[config.mk]
export PLATFORM = sky130hd
export DESIGN_NAME = codec_ctl_shadow
export DESIGN_NICKNAME = d
export VERILOG_FILES = /design/src/rtl/codec_ctl_shadow.sv
export SDC_FILE = /design/constraint.sdc
export NUM_CORES = 1
export LEC_CHECK = 0
export CORE_MARGIN = 2
export CORE_UTILIZATION = 35
export DETAILED_ROUTE_END_ITERATION = 8
export PLACE_DENSITY = 0.57
export SYNTH_ARGS = -nofsm -noshare
export SYNTH_HDL_FRONTEND = slang
export SYNTH_SLANG_ARGS = --single-unit
export TNS_END_PERCENT = 1
[constraint.sdc]
create_clock -name clk -period 2.5 [get_ports clk]
set_clock_uncertainty 0.15 [all_clocks]
set_input_delay 0.5 -clock clk [delete_from_list [all_inputs] [get_ports clk]]
set_output_delay 0.5 -clock clk [all_outputs]
set_load 0.01 [all_outputs]
[src/rtl/codec_ctl_shadow.sv]
module codec_ctl_shadow #(
  parameter logic [6:0] ADDR_PWR  = 7'd6,
  parameter logic [6:0] ADDR_PATH = 7'd5,
  parameter logic [6:0] ADDR_FMT  = 7'd7,
  parameter logic [6:0] ADDR_RATE = 7'd8,
  parameter logic [6:0] ADDR_ACT  = 7'd9,
  parameter logic [6:0] ADDR_RST  = 7'd15,
  parameter logic [8:0] DEF_PWR   = 9'h0FF,
  parameter logic [8:0] DEF_PATH  = 9'h008,
  parameter logic [8:0] DEF_FMT   = 9'h001,
  parameter logic [8:0] DEF_RATE  = 9'h020,
  parameter logic [8:0] DEF_ACT   = 9'h000,
  parameter logic [8:0] RST_WORD  = 9'h000
) (
  input  logic       clk,
  input  logic       rst,
  input  logic       cmd_valid,
  output logic       cmd_ready,
  input  logic [4:0] cmd_op,
  input  logic [5:0] cmd_arg,
  output logic       err,
  output logic       wr_valid,
  input  logic       wr_ready,
  output logic [6:0] wr_addr,
  output logic [8:0] wr_data
);
  localparam int NREG = 5;
  localparam int SW   = $clog2(NREG + 1);
  localparam logic [SW-1:0] S_PWR = 0, S_PATH = 1, S_FMT = 2, S_RATE = 3, S_ACT = 4, S_RST = 5;

  logic [8:0]    shadow [NREG];
  logic [SW-1:0] sel, pend_sel;
  logic [8:0]    mask, fval, cur, next_word;
  logic [6:0]    addr;
  logic          legal, raw, take, bool_ok;

  assign cmd_ready = !wr_valid;
  assign take      = cmd_valid && cmd_ready;
  assign bool_ok   = cmd_arg[5:1] == '0;
  assign cur       = (sel == S_RST) ? RST_WORD : shadow[sel];
  assign next_word = raw ? RST_WORD : ((cur & ~mask) | (fval & mask));

  always_comb begin
    sel   = S_PWR;
    mask  = '0;
    fval  = '0;
    legal = bool_ok;
    raw   = 1'b0;
    case (cmd_op)
      5'd0:  begin mask = 9'h080; fval = {9{~cmd_arg[0]}}; end
      5'd1:  begin mask = 9'h040; fval = {9{~cmd_arg[0]}}; end
      5'd2:  begin mask = 9'h020; fval = {9{~cmd_arg[0]}}; end
      5'd3:  begin mask = 9'h010; fval = {9{~cmd_arg[0]}}; end
      5'd4:  begin mask = 9'h008; fval = {9{~cmd_arg[0]}}; end
      5'd5:  begin mask = 9'h001; fval = {9{~cmd_arg[0]}}; end
      5'd6:  begin
        sel = S_PATH; mask = 9'h006; fval = {6'b0, cmd_arg[1:0], 1'b0};
        legal = cmd_arg[5:2] == '0;
      end
      5'd7:  begin sel = S_FMT; mask = 9'h040; fval = {9{cmd_arg[0]}}; end
      5'd8:  begin sel = S_FMT; mask = 9'h020; fval = {9{cmd_arg[0]}}; end
      5'd9:  begin sel = S_FMT; mask = 9'h010; fval = {9{cmd_arg[0]}}; end
      5'd10: begin
        sel = S_FMT; mask = 9'h00C;
        case (cmd_arg)
          6'd16:   begin fval = 9'h000; legal = 1'b1; end
          6'd20:   begin fval = 9'h004; legal = 1'b1; end
          6'd24:   begin fval = 9'h008; legal = 1'b1; end
          6'd32:   begin fval = 9'h00C; legal = 1'b1; end
          default: legal = 1'b0;
        endcase
      end
      5'd11: begin
        sel = S_FMT; mask = 9'h003; fval = {7'b0, cmd_arg[1:0]};
        legal = cmd_arg[5:2] == '0;
      end
      5'd12: begin sel = S_RATE; mask = 9'h080; fval = {9{cmd_arg[0]}}; end
      5'd13: begin sel = S_RATE; mask = 9'h040; fval = {9{cmd_arg[0]}}; end
      5'd14: begin
        sel = S_RATE; mask = 9'h03C; fval = {3'b0, cmd_arg[3:0], 2'b0};
        legal = cmd_arg[5:4] == '0;
      end
      5'd15: begin sel = S_RATE; mask = 9'h002; fval = {9{cmd_arg[0]}}; end
      5'd16: begin sel = S_RATE; mask = 9'h001; fval = {9{cmd_arg[0]}}; end
      5'd17: begin sel = S_ACT;  mask = 9'h001; fval = {9{cmd_arg[0]}}; end
      5'd18: begin sel = S_RST; raw = 1'b1; legal = cmd_arg == 6'd1; end
      default: legal = 1'b0;
    endcase
  end

  always_comb begin
    case (sel)
      S_PWR:   addr = ADDR_PWR;
      S_PATH:  addr = ADDR_PATH;
      S_FMT:   addr = ADDR_FMT;
      S_RATE:  addr = ADDR_RATE;
      S_ACT:   addr = ADDR_ACT;
      default: addr = ADDR_RST;
    endcase
  end

  always_ff @(posedge clk) begin
    if (rst) begin
      wr_valid  <= 1'b0;
      err       <= 1'b0;
      wr_addr   <= '0;
      wr_data   <= '0;
      pend_sel  <= S_PWR;
      shadow[S_PWR]  <= DEF_PWR;
      shadow[S_PATH] <= DEF_PATH;
      shadow[S_FMT]  <= DEF_FMT;
      shadow[S_RATE] <= DEF_RATE;
      shadow[S_ACT]  <= DEF_ACT;
    end else begin
      err <= take && !legal;
      if (take && legal) begin
        wr_valid <= 1'b1;
        wr_addr  <= addr;
        wr_data  <= next_word;
        pend_sel <= sel;
      end else if (wr_valid && wr_ready) begin
        wr_valid <= 1'b0;
        if (pend_sel != S_RST) shadow[pend_sel] <= wr_data;
      end
    end
  end
endmodule

[Yosys cells after proc, flatten, opt, wreduce, memory -nomap -nowiden]
Memories as Yosys holds them, arrays and structs flattened.
Index checks and enable logic that the tools add are counted.
Word-level totals
  memory bits (read-only): 0
  memories kept: 1
  RAM bits: 45
  output and inout port bits: 19
  input bits: 15
  latch bits: 0
  bits in registers: 21
Cells by class
  div/mod/pow operators: 0
  multipliers: 0
  reductions and logical operators: 25
  magnitude comparators: 0
  mux-type cells: 22
  shift-type cells: 0
  bitwise operators: 5
  add/sub/neg operators: 0
  equality and inequality tests: 29
Memory list
  shadow: depth 5, width 9, read ports 1, clocked after Yosys merged registers in 0, write ports 5, RTL line 31  | logic [8:0] shadow [NREG];
Operators with widths (number)
  case mux 8 bit (11 select lines): 1
  case mux 9 bit (6 select lines): 1
  == test 5 x 4 -> 1 bit, second input constant: 8
  2-to-1 mux 9 bit: 3
  == test 5 x 3 -> 1 bit, second input constant: 4
  case mux 4 bit (5 select lines): 1
  bitwise AND 9 bit: 2
  == test 6 x 5 -> 1 bit, second input constant: 3
  == test 5 bit, second input constant: 3
  case mux 3 bit (5 select lines): 1
  OR reduction 14 bit: 1
  2-to-1 mux 1 bit: 12
  case mux 4 bit (3 select lines): 1
  == test 5 x 2 -> 1 bit, second input constant: 2
  zero test 5 bit: 2
  OR reduction 5 bit: 2
  NOT 9 bit: 1
  OR 9 bit: 1
  OR reduction 9 bit: 1
  OR reduction 2 bit: 4
  OR reduction 8 bit: 1
  == test 3 x 2 -> 1 bit, second input constant: 2
  == test 3 bit, second input constant: 2
  == test 6 x 1 -> 1 bit, second input constant: 1
  other kinds (16): 21

[Logic depth before layout (Yosys ltp)]
  word-level depth: 10
  gate-level depth with buffers: 9

[Worst setup path before layout]
Ideal clock, no wire load.
  kind: input to register
  from: input cmd_op[0]
  to: register wr_data[7]
  setup slack: -74 ps
  cell stages on the path: 8
  path buffers: 2
  arrival time: 2305 ps
  library setup time: 119 ps
  path through: buf_2 or3b_4 or4_1 o21bai_4 o22ai_4 buf_6 o41ai_1 o221a_1
Between the ends
  word-level cells in the longest chain between the ends: 8
  elaborated cells between the ends (all ways): 44
  those cells by class: eq/ne (19); mux (7); bitwise (4); reduce/logical (13); memory (1)
RTL lines
  from (decl): RTL line 19  | input logic [4:0] cmd_op,
  == test 5 bit (tied with other cells): RTL line 49  | case (cmd_op)
  OR reduction 5 bit (no source line)
  case mux 3 bit (5 select lines): RTL line 49
  memory read (5 x 9 bit) or == test 3 bit (tied branches)
  2-to-1 mux 9 bit: RTL line 40  | assign cur = (sel == S_RST) ? RST_WORD : shadow[sel];
  bitwise AND 9 bit: RTL line 41  | assign next_word = raw ? RST_WORD : ((cur & ~mask) | (fval & mask));
  OR 9 bit: RTL line 41
  2-to-1 mux 9 bit: RTL line 41
  to (signal assigned): RTL line 119  | wr_data <= next_word;
  to (decl): RTL line 25  | output logic [8:0] wr_data
Parallel ways exist; a longest one is shown, timed or not.
A chain may end at the register's enable or synchronous reset.

==> results list <==
- The run finished with clean final reports.
- Largest net degree at the start of global routing: 20
- The first detailed-routing pass ran for 5 iterations.
* DRC marker count from the first detailed-route iteration: 275
* Synth top area cells: sky130_fd_sc_hd__edfxtp_1 35%, sky130_fd_sc_hd__dfxtp_1 9.9%, sky130_fd_sc_hd__and2_1 4.6%
* Finish-stage setup viols: 0
- For this block, the routed nets add up to 11,600 um of wire.
- CTS tree: yes
- Overall routing resource usage: 0.217
- For this run, the top clock speed supported by timing is 0.412 GHz.
- Core box area: 10,200 um2
- Final std cell area, no fill: 5020 um2
- Setup ws final: 74.5 ps
* RSZ-0062 raised after global routing: true
- Fraction of final layout cells with drive strength greater than 1: 0.294
- The netlist uses 73 different library cells.
- Library cell with the highest instance count after synthesis: sky130_fd_sc_hd__edfxtp_1
- After legalization and detailed placement, the total HPWL measured 8330 um.
* Yosys warns: 0
- Clk sink count: 61
* Peak ir drop on the vdd network: 0.400 mV
- Final weighted congestion of routability-driven global placement: 0.896
- TritonCTS Buffers: 9
- Level count of the clock H-tree: 3
- After synthesis, the share of flip-flops with an asynchronous set or reset is 0.
- Across the whole layout, storage elements account for 1650 um2.
- CTS clock-pin slew for the worst setup and hold paths: 70 ps
* Setup WS pre-CTS: -635 ps
- Die footprint: 11,300 um2
- In this run the cell area measured after placement is 4670 um2.
- In the finished design, the share of the clock period the worst path needs comes to 0.970.
- Area of combinational cells with multiple inputs: 1850 um2
- Critical Path End Type: flip-flop
* Path category of the worst min-delay check: reg -> reg
- The tool flagged a number of max-cap violations equal to 0.
* Fraction of the yosys area taken by sequential cells: 0.453
- Number of global-route vias before repair: 3,432
- The final layout contains 507 nets.
- Min Clock Period, post-route: 2430 ps
- Residual overflow from global routing: 0
- Synthesized-area fraction occupied by ao, oa, aoi and oai cells: 0.227
* Share of synthesized area spent on multiplexers: 0.0171
- For the worst setup path, the data required time is 2380 ps.
- The repair_antennas step left the layout with diodes totalling 0.
- The layout has 969 filler cells.
* Transition time at the pin with the least slew margin: 561 ps
* Fin Hold WS: 353 ps
- Number of antenna-violating nets in the routed design: 0
* Number of enable flip-flop cells after synthesis: 43
* Critical path launch point type: input port
- The area growth from synthesis to layout is 37.5%.
* Cells after synthesis: 384
- After detailed routing, the number of vias per cell comes to 5.50.
- Clock tree synthesis selected as its root buffer the cell sky130_fd_sc_hd__clkbuf_8.
- Critical path class: in -> reg
- The die is 106 um tall.
- Dividing total power by cell area gives a power density of 470 nW/um2.
* Leading register cell type out of synthesis: sky130_fd_sc_hd__edfxtp_1
* Drc violations: 0
* Worst skew pair latency: 340 ps
- Share of synthesized cell area in full adder, half adder and majority cells: 0
- In this run the deepest clock path goes through 2 buffers.
- Via count: 3,483
* Number of antenna violations at the first check in global routing: 0
- Final hold violation count: 0
* Number of max-slew violations in the final report: 0
- Die width: 106 um
- Boundary Pins: 34
* Drt wl/cell: 18.3 um
- sky130_fd_sc_hd__edfxtp_1 takes more of the synthesized area than any other cell.
- Synth top area share: 0.354
- In this run the worst path has a maximum fanout of 8.
- Port buffering added 30 buffers.
* Arrival time at the worst endpoint: 2300 ps
* Largest family of logic cells by synthesized area: simple AND/OR/NAND/NOR gates
- Total number of placement rows: 37
- Number of buffers added to fix hold violations after cts: 0
- Top cell types by occurrence after synthesis: 43 x sky130_fd_sc_hd__edfxtp_1, 33 x sky130_fd_sc_hd__nor2_1, 27 x sky130_fd_sc_hd__and2_1, 21 x sky130_fd_sc_hd__clkbuf_1, 21 x sky130_fd_sc_hd__nand2_1
* Post-synthesis instance area: 3650 um2
- Area fraction in and, or, nand and nor cells after synthesis: 0.240
* Final total power: 2.36 mW
- Leakage power: 1.89 nW
- Once placement completed, the tool counted placed cells totaling 611.
* Synth Area in XOR/XNOR: 0.00480
- First-pass GRT wire length: 18,700 um
- For this configuration, the core starts out at a cell density of 0.357.
- Dividing the synthesized area by the synthesized cell count gives 9.50 um2.
* Flip-flop and latch count after synthesis: 61
- Relative slew slack: 0.622
* Final std cells w/o fill: 633
-- logic make-up (layout without fill, tap and decap cells) --
family          count (synthesis)  count (layout)
simple gates                  158             158
compound gates                110             110
flops                          61              61
buf+inv                        46             157
mux                             6               6
xor+xnor                        2               2
other cells                     1               3
-- placed cells by master (no fill, tap or decap), types with 3 or more instances in the layout --
cell type | netlist | final
sky130_fd_sc_hd__nor3_1 | 11 | 11
sky130_fd_sc_hd__clkdlybuf4s50_1 | 0 | 23
sky130_fd_sc_hd__a21oi_1 | 19 | 18
sky130_fd_sc_hd__o22ai_1 | 9 | 9
sky130_fd_sc_hd__a21o_1 | 4 | 4
sky130_fd_sc_hd__nor2_1 | 33 | 33
sky130_fd_sc_hd__nor2b_1 | 6 | 6
sky130_fd_sc_hd__edfxtp_1 | 43 | 43
sky130_fd_sc_hd__a31oi_1 | 5 | 5
sky130_fd_sc_hd__nor4_1 | 4 | 4
sky130_fd_sc_hd__buf_6 | 2 | 4
sky130_fd_sc_hd__nand2b_1 | 11 | 11
sky130_fd_sc_hd__o21ai_1 | 4 | 4
sky130_fd_sc_hd__buf_4 | 5 | 91
sky130_fd_sc_hd__nand3_1 | 6 | 6
sky130_fd_sc_hd__o221ai_1 | 4 | 4
sky130_fd_sc_hd__conb_1 | 1 | 3
sky130_fd_sc_hd__a221oi_1 | 4 | 4
sky130_fd_sc_hd__and2_1 | 27 | 27
sky130_fd_sc_hd__dfxtp_1 | 18 | 18
sky130_fd_sc_hd__a32oi_1 | 4 | 4
sky130_fd_sc_hd__clkbuf_8 | 0 | 11
sky130_fd_sc_hd__or3_1 | 6 | 5
sky130_fd_sc_hd__a211oi_1 | 3 | 3
sky130_fd_sc_hd__nand2_1 | 21 | 21
sky130_fd_sc_hd__buf_2 | 4 | 3
sky130_fd_sc_hd__nor3b_1 | 4 | 4
sky130_fd_sc_hd__or2_2 | 9 | 8
sky130_fd_sc_hd__mux2i_1 | 4 | 4
sky130_fd_sc_hd__o211ai_1 | 3 | 3
sky130_fd_sc_hd__inv_1 | 12 | 12
sky130_fd_sc_hd__a21boi_0 | 3 | 3
sky130_fd_sc_hd__a211oi_2 | 4 | 4
sky130_fd_sc_hd__o21ai_0 | 15 | 15
-- layout make-up --
cell class / instances / area share
clock inverters: 3 / 0.00349
repair buffers: 129 / 0.221
well taps: 136 / 0.0339
clock buffers: 13 / 0.0359
inverters: 12 / 0.00898
multi-input cells: 279 / 0.368
flip-flops and latches: 61 / 0.329
-- final timing paths --
path,from,to,slack (ps),cells past startpoint
worst max-delay path,wr_ready,shadow[4][4],70,6
worst min-delay path,wr_addr[1],wr_addr[1],350,2
worst max register to register,wr_valid,shadow[4][4],250,5
worst min register to register,wr_addr[1],wr_addr[1],350,2
-- repair_timing --
action / in CTS / in global routing
buffers inserted: 4 / 0
pin swaps: 4 / 2
gates cloned: 2 / 0
endpoints found under the setup margin: 17 / 37
resized for setup: 27 / 7
-- per-stage QoR --
stage	utilization	TNS, ps
floorplan	-	-201
global placement	0.457	-16200
detailed placement	0.457	-18060
CTS	0.489	0
global route	0.490	-58.4
finish	0.490	0
-- power by group --
part | total, mW | leakage [nW] | switching (mW) | internal, mW
clock network | 0.854 | 0.101 | 0.383 | 0.472
registers | 1.11 | 0.551 | 0.0114 | 1.10
logic | 0.392 | 1.24 | 0.209 | 0.182
-- sequential cells by signal, indices dropped and copies added (netlist names) --
register and count:
wr_valid 1, wr_data 9, pend_sel 3, wr_addr 4, shadow 43, err 1
-- critical path, cell delays in order --
cell and delay (ps):
sky130_fd_sc_hd__clkdlybuf4s50_1 470, sky130_fd_sc_hd__inv_1 50, sky130_fd_sc_hd__or4_1 530, sky130_fd_sc_hd__buf_4 190
sky130_fd_sc_hd__nor3b_1 280, sky130_fd_sc_hd__or2_4 270
-- layer usage --
metal  up-vias  part of all wire  track usage  wire length, um
met4         0             0.026       0.0865              303
li1       1653                 -            -                -
met5         -                 0            0                0
met1      1671              0.44        0.298             5140
met2       134              0.46        0.330             5320
met3        25             0.071       0.0521              819
No activity file was read; power rests on OpenSTA's default activity.
